<file path="src/rtl/byte_isa_pkg.sv">
`timescale 1ns/1ps
package byte_isa_pkg;
  localparam int ADDR_W  = 5;
  localparam int DATA_W  = 8;
  localparam int NUM_REG = 4;
  localparam int IDX_W   = $clog2(NUM_REG);
  localparam int OP_W    = 3;

  localparam logic [OP_W-1:0] OP_CMP = 3'b001;
  localparam logic [OP_W-1:0] OP_JMP = 3'b010;
  localparam logic [OP_W-1:0] OP_NOP = 3'b011;

  typedef struct packed {
    logic            cmpEn;
    logic            pcLoad;
    logic            illegal;
    logic [OP_W-1:0] op;
  } ctrl_strobes_t;
endpackage

</file>
<file path="src/rtl/byte_isa_ctrl.sv">
`timescale 1ns/1ps
module byte_isa_ctrl
  import byte_isa_pkg::*;
(
  input  logic [DATA_W-1:0] instr,
  input  logic              flagQ,
  output ctrl_strobes_t     strobes
);
  logic [OP_W-1:0] opField;
  assign opField = instr[DATA_W-1 -: OP_W];

  always_comb begin
    strobes         = '0;
    strobes.op      = opField;
    unique case (opField)
      OP_CMP:  strobes.cmpEn  = 1'b1;
      OP_JMP:  strobes.pcLoad = ~flagQ;
      OP_NOP:  ;
      default: strobes.illegal = 1'b1;
    endcase
  end
endmodule

</file>
<file path="src/rtl/byte_isa_dp.sv">
`timescale 1ns/1ps
module byte_isa_dp
  import byte_isa_pkg::*;
(
  input  logic              clk,
  input  logic              rst,
  input  logic              memWrEn,
  input  logic [ADDR_W-1:0] memWrAddr,
  input  logic [DATA_W-1:0] memWrData,
  input  logic              regWrEn,
  input  logic [IDX_W-1:0]  regWrIdx,
  input  logic [DATA_W-1:0] regWrData,
  input  ctrl_strobes_t     strobes,
  output logic [DATA_W-1:0] instr,
  output logic              flagQ,
  output logic [ADDR_W-1:0] pcQ,
  output logic              traceValidQ,
  output logic [ADDR_W-1:0] tracePcQ,
  output logic [OP_W-1:0]   traceOpQ,
  output logic              illegalQ
);
  localparam int DEPTH = 1 << ADDR_W;

  logic [DATA_W-1:0] memQ [DEPTH];
  logic [DATA_W-1:0] regQ [NUM_REG];
  logic [DATA_W-1:0] regA, regB;
  logic [ADDR_W-1:0] pcInc, pcNext;
  logic              andZero;

  // Instruction store: write port only, read is combinational
  always_ff @(posedge clk) begin
    if (memWrEn) memQ[memWrAddr] <= memWrData;
  end

  // Register file: one write slot per register
  for (genvar g = 0; g < NUM_REG; g++) begin : g_reg
    always_ff @(posedge clk) begin
      if (regWrEn && regWrIdx == IDX_W'(g)) regQ[g] <= regWrData;
    end
  end

  assign instr   = memQ[pcQ];
  assign regA    = regQ[instr[4:3]];
  assign regB    = regQ[instr[2:1]];
  assign andZero = ((regA & regB) == '0);
  assign pcInc   = pcQ + ADDR_W'(1);
  assign pcNext  = strobes.pcLoad ? instr[ADDR_W-1:0] : pcInc;

  always_ff @(posedge clk) begin
    if (rst) begin
      pcQ         <= '0;
      flagQ       <= 1'b1;
      traceValidQ <= 1'b0;
      tracePcQ    <= '0;
      traceOpQ    <= '0;
      illegalQ    <= 1'b0;
    end else begin
      pcQ         <= pcNext;
      if (strobes.cmpEn) flagQ <= andZero;
      traceValidQ <= 1'b1;
      tracePcQ    <= pcQ;
      traceOpQ    <= strobes.op;
      illegalQ    <= strobes.illegal;
    end
  end

  // a retired no-op steps the PC by one
  p_nop_step_r2: assert property (@(posedge clk) disable iff (rst)
    (traceValidQ && traceOpQ == OP_NOP) |-> (pcQ == tracePcQ + ADDR_W'(1)));

  // compare flag matches the AND of the operands read before the edge
  p_cmp_flag_r3: assert property (@(posedge clk) disable iff (rst)
    (!rst && strobes.cmpEn) |=> (flagQ == $past(andZero)));

  // jump and no-op leave the flag alone
  p_flag_hold_r4: assert property (@(posedge clk) disable iff (rst)
    (!rst && !strobes.cmpEn) |=> $stable(flagQ));

  // a jump with the flag clear lands on its target
  p_jump_taken_r4: assert property (@(posedge clk) disable iff (rst)
    (!rst && strobes.op == OP_JMP && !flagQ) |=> (pcQ == $past(instr[ADDR_W-1:0])));

  // a non-jump at the top address wraps to zero
  p_wrap_r5: assert property (@(posedge clk) disable iff (rst)
    (traceValidQ && tracePcQ == '1 && traceOpQ != OP_JMP) |-> (pcQ == '0));

  // the illegal pulse only accompanies an unassigned opcode
  p_illegal_r6: assert property (@(posedge clk) disable iff (rst)
    illegalQ |-> (traceValidQ && traceOpQ != OP_CMP && traceOpQ != OP_JMP && traceOpQ != OP_NOP));
endmodule

</file>
<file path="src/rtl/byte_isa_core.sv">
`timescale 1ns/1ps
module byte_isa_core
  import byte_isa_pkg::*;
(
  input  logic        clk,
  input  logic        rst,
  input  logic        memWrEn,
  input  logic [4:0]  memWrAddr,
  input  logic [7:0]  memWrData,
  input  logic        regWrEn,
  input  logic [1:0]  regWrIdx,
  input  logic [7:0]  regWrData,
  output logic [4:0]  pcNow,
  output logic        flagZero,
  output logic        traceValid,
  output logic [4:0]  tracePc,
  output logic [2:0]  traceOp,
  output logic        illegalOp
);
  ctrl_strobes_t     strobes;
  logic [DATA_W-1:0] instr;
  logic              flagQ;

  byte_isa_ctrl ctrl_i (
    .instr   (instr),
    .flagQ   (flagQ),
    .strobes (strobes)
  );

  byte_isa_dp dp_i (
    .clk         (clk),
    .rst         (rst),
    .memWrEn     (memWrEn),
    .memWrAddr   (memWrAddr),
    .memWrData   (memWrData),
    .regWrEn     (regWrEn),
    .regWrIdx    (regWrIdx),
    .regWrData   (regWrData),
    .strobes     (strobes),
    .instr       (instr),
    .flagQ       (flagQ),
    .pcQ         (pcNow),
    .traceValidQ (traceValid),
    .tracePcQ    (tracePc),
    .traceOpQ    (traceOp),
    .illegalQ    (illegalOp)
  );

  assign flagZero = flagQ;
endmodule

</file>
<file path="config.mk">
export PLATFORM = sky130hd
export DESIGN_NAME = byte_isa_core
export DESIGN_NICKNAME = d
export VERILOG_FILES = /design/src/rtl/byte_isa_pkg.sv /design/src/rtl/byte_isa_ctrl.sv /design/src/rtl/byte_isa_dp.sv /design/src/rtl/byte_isa_core.sv
export SDC_FILE = /design/constraint.sdc
export NUM_CORES = 1
export LEC_CHECK = 0
export BUFFER_PORTS_ARGS = -buffer_cell sky130_fd_sc_hd__buf_2
export CAP_MARGIN = 30
export CORE_MARGIN = 2
export CORE_UTILIZATION = 60
export CTS_BUF_LIST = sky130_fd_sc_hd__clkbuf_8
export CTS_CLUSTER_SIZE = 14
export DETAILED_ROUTE_END_ITERATION = 12
export HOLD_SLACK_MARGIN = 0.15
export PLACE_DENSITY = 0.78
export SLEW_MARGIN = 0
export SYNTH_ARGS = -nofsm -noshare
export SYNTH_HDL_FRONTEND = slang
export SYNTH_SLANG_ARGS = --single-unit
</file>
<file path="constraint.sdc">
create_clock -name clk -period 4.45 [get_ports clk]
set_input_delay 0 -clock clk [delete_from_list [all_inputs] [get_ports clk]]
set_output_delay 0 -clock clk [all_outputs]
set_load 0.01 [all_outputs]
</file>
# Word-level counts from Yosys, hierarchy flattened
# Memory sizes are Yosys's and may differ from the RTL's. A register that Yosys moved wholly into a read port is not among the register bits.
# Cells that the tools add are included.
# classes
n_addsub	1
eq_ne	6
muxes	25
bitwise_logic	2
n_reduce_logical	10
# ops
cell	n
8-bit two-way mux	3
8-bit OR reduction	3
1-bit two-way mux	17
5-bit two-way mux	2
8-bit AND	1
8-bit logical NOT	1
3-bit by 2-bit == test with 1-bit output (second input constant)	2
2-bit two-way mux	3
5-bit by 1-bit adder with 5-bit output (second input constant)	1
2-bit == test (second input constant)	2
1-bit logical AND	4
3-bit by 1-bit == test with 1-bit output (second input constant)	1
3-bit OR reduction	1
2-bit by 1-bit == test with 1-bit output (second input constant)	1
2-bit logical NOT	1
1-bit inverter	1
# totals
register_bits	16
ramBits	288
input_bits	27
output_inout_bits	16
word_cells	52
memories	2
# memory_table
memory	words	width	read_ports	rd_ports_with_merged_regs	write_ports	line	text
dp_i.memQ	32	8	1	1	1	byte_isa_dp.sv:24	logic [DATA_W-1:0] memQ [DEPTH];
dp_i.regQ	4	8	2	0	1	byte_isa_dp.sv:25	logic [DATA_W-1:0] regQ [NUM_REG];

# Depth between registers and ports, before layout
# logic_depth
word_depth	8
ltp_mapped	13
depth_no_buf	9

# Cells and area by module
# A second synthesis with hierarchy kept.
# hier_totals
cells_unflattened	567
hier_area_um2	11800.1
# by_module_without_submodules
module	instances	cells_each	area_each_um2	seq_area_each_um2
byte_isa_dp	1	561	11742.5	8968.6
byte_isa_ctrl	1	6	57.6	0.0

# Worst setup path before layout
# No wires, ideal clock.
# synth_path
path_type	register to register
startpoint	register dp_i.pcQ[0]
endpoint	register dp_i.pcQ[0]
setup_time_ps	134
t_arrival_ps	2666
slack_ps	1650
stages_incl_launch_ff	12
n_path_buf	4
synth_period_minus_slack_ps	2800
cell_sequence	dfxtp_1 buf_6 buf_4 buf_4 buf_2 mux4_2 o21ai_0 inv_1 o21ai_1 nand3_2 a211oi_1 a211oi_1
# synth_via
elab_chain_cells	2
# synth_rtl
item	line	text
start, declared	byte_isa_dp.sv:16	output logic [ADDR_W-1:0] pcQ,
start signal, assigned	byte_isa_dp.sv:58	pcQ <= pcNext;
5-bit by 1-bit adder with 5-bit output	byte_isa_dp.sv:46	assign pcInc = pcQ + ADDR_W'(1);
5-bit two-way mux	byte_isa_dp.sv:47	assign pcNext = strobes.pcLoad ? instr[ADDR_W-1:0] : pcInc;
# No other way between the ends.
# A chain may end at the register's enable or synchronous reset.

==> impl_results.md <==
* Mux cell area share after synthesis at 14.43%
* Syn avg cell area at 18.74 um2
* Chip Width at 146.7 um
* Synth unique cells at 71
* Post-synth ARST share at 0%
* Family with the most delay on the worst path: compound AO/OA/AOI/OAI gates
* Cts repair resizes at 0
* Ys flop type: edfxtp_1
* Yosys top cell area share at 70.77%
* Max VDD drop at 0.3499 mV
* DR DRC count at 0
* First-iteration detailed-routing DRC count at 848
* RD Place Congestion at 0.8334
* CTS tree: done
* Post-CTS setup buffers at 0
* Root Driver: clkbuf_8
* Critical-path cell list: buf_4, nor2b_1, a2111oi_0, a41oi_1, a41oi_2, nor2_1, mux2_2, o211ai_1, o2111ai_1, o31ai_2
* Sw Share at 24.51%
* Largest family of logic cells by synthesized area: multiplexers
* Sw Pwr at 1.533 mW
* Slew headroom at between 30 and 40%
* PwrDens at 451.3 nW/um2
* Share of layout cells above drive strength 1 at between 20% and 30%
* Status: finished, final reports clean
* Crit start category: flop
* Combinational power share at 11.1%
* Hold buffers post-CTS at 25
* Pins over their slew limit at 0
* Int Power at 4.724 mW
* Synth Area in Simple Gates at between 5 and 6%
* Final ANT Viol Nets at 0
* Crit-path max FO at 41
* CP Launch Point: dp_i.pcQ[1]$_SDFF_PP0_
* Num CTS Buffers at 49
* Net Count, Synth at 680
* Sequential Power Share at 52.2%
* Syn Inst Count at 652
* Reg2reg start: dp_i.pcQ[1]$_SDFF_PP0_
* Seq cells post-synth at a little over 300
* I/O pin cnt at 43
* Vias per cell at 6.304
* I/O Buffers at 42
* Average wire per standard cell at 25.75 um
* Largest net degree at the start of global routing at 42
* Hpwl dp at 16.98 mm
* Worst path arrival time at 4.17 ns
* Total die area at 21530 um2
* Fmax at 271.6 MHz
* Hold Startpoint: regWrData[1]
* Initial DRT Pass Iterations at 5
* First-pass GRT wire length at 41.61 mm
* Core Util, Final at slightly below 70%
* Adder-cell share of the synthesized area at 0.1024%
* Post-synth top area cell: edfxtp_1
* Slew at the pin with the worst max-slew slack at 0.9956 ns
* Tot GR Track Use at 26.10%
* Crit path capture type: flop
* XOR/XNOR share of the synthesized area at less than 1%
* Total congestion overflow at 0
* Dpl ws at 0.7842 ns
* CP bufs+invs at 1
* CP max stage cell: dfxtp_4
* Setup TNS at 0 ns
* RSZ-0062 raised after global routing: false
* Setup Viol. Count Final at 0
* Synth Area in Compound Gates at 4.372%
* Hold Fails Final Rpt at 0
* Min Clock Period, post-route at between 3 and 4 ns
* Share of the yosys chip area belonging to registers at around three quarters
* Required @ worst endpoint at 4.94 ns
* Final worst path period share at 82.73%
* Worst setup margin at 0.7684 ns
* CP Class: reg2reg
* Core Region at 20100 um2
* Hold WS at ~0.19 ns
* Die Y at roughly 150 um
* Setup slack, reg-to-reg at a little under 0.8 ns
* Synth area leaders: edfxtp_1 71%, mux4_2 11%, dfxtp_1 2.6%
* Number of global-route vias before repair at 6983
* Clock sink total at 304
* H-tree Lvls at 2
* Max Root-Sink Buffers at 3
* Routed wire length at roughly 27 mm
* Clk pin slew, worst setup/hold paths at about 0.060 ns
* Leak pwr at around 4.5 nW
* Class of the worst hold path: in2reg
* Final Net Count at 780
* EDFF count, synth at 288
* Initial antenna violation count at 0
* Row count at 52
* Worst Skew at 0.02199 ns
* Syn. warnings at 0
* Area Growth Syn to Fin at 13.45%
* Initial Utilization at 60.79%
* Max Cap Viol at 0
* Post-synth top cells: 288 x edfxtp_1, 58 x mux4_2, 50 x nor2_1, 31 x mux2i_1, 23 x nand2_1
* N_diodes at 0
* Worst stage delay on the critical path at 0.78 ns
* Vias at 6663
* Clock Latency Late Sink at around 0.58 ns
* Clock network fraction of total power at 36.7%
* Synth Cell Area at 12220 um2
* Count leader, synth: edfxtp_1
## cell families (layout without fill, tap and decap cells)
family	Yosys count	after routing
adders and majority gates	1	1
AOI/OAI and AO/OA	65	65
muxes	101	101
buffers and inverters	38	173
xor gates and xnor gates	3	3
and+or+nand+nor	140	140
DFF	304	304
## flip-flops by register name, indices dropped and copies added, names as in the netlist
| register | count |
|---|---|
| dp_i.flagQ | 1 |
| dp_i.traceValidQ | 1 |
| dp_i.tracePcQ | 5 |
| dp_i.memQ | 256 |
| dp_i.traceOpQ | 3 |
| dp_i.illegalQ | 1 |
| dp_i.pcQ | 5 |
| dp_i.regQ | 32 |
## power by group through the flow
stage / Clock (mW) / Sequential, mW / Combinational [mW]
after global routing: 2.44 / 3.27 / 0.744
after global placement: 0 / 3.32 / 0.664
final: 2.30 / 3.26 / 0.697
after CTS: 2.32 / 3.27 / 0.696
after floorplan: 0 / 3.27 / 0.504
after detailed placement: 0 / 3.33 / 0.677
## per-layer routing
layer	share of wire, %	vias up	GRT usage [%]
met5	0	-	0
met4	2.2	0	8.592
met3	8.5	53	4.845
met2	49	355	41.74
met1	40	3399	37.24
li1	-	2856	-
## final cells by class
cell class | count | area, um2
clock buffer | 50 | 688.2
clock inverter | 36 | 235.2
fill | 1269 | 6240
inverter | 6 | 22.52
multi-input combinational | 310 | 3038
sequential | 304 | 8977
tap | 270 | 337.8
timing repair buffer | 81 | 565.5
## placed cells by master, fill, tap and decap left out, types with 14 or more instances in the layout
master	netlist	final
nor2_1	50	50
clkinv_1	0	14
buf_2	12	42
dlygate4sd3_1	0	25
buf_4	3	14
inv_1	6	16
nand3_1	16	16
clkbuf_8	0	50
mux4_2	58	58
mux2i_1	31	31
edfxtp_1	288	288
nand2_1	23	23
## worst paths after layout
| kind | endpoint | cells after the start |
|---|---|---|
| worst max-delay path | dp_i.flagQ$_SDFFE_PP1N_ | 10 |
| worst min-delay path | dp_i.regQ[3][1]$_DFFE_PP_ | 2 |
| worst max register to register | dp_i.flagQ$_SDFFE_PP1N_ | 10 |
| worst min register to register | dp_i.flagQ$_SDFFE_PP1N_ | 2 |
## per-stage QoR
stage,power [mW],cells,instance area [um2]
2_1_floorplan,3.777,652,12220
3_3_place_gp,3.986,946,12690
3_5_place_dp,4.002,946,12690
4_1_cts,6.278,1057,13860
5_1_grt,6.458,1057,13860
6_report,6.257,1057,13860
Note: power is estimated with default switching activity, not from simulation.
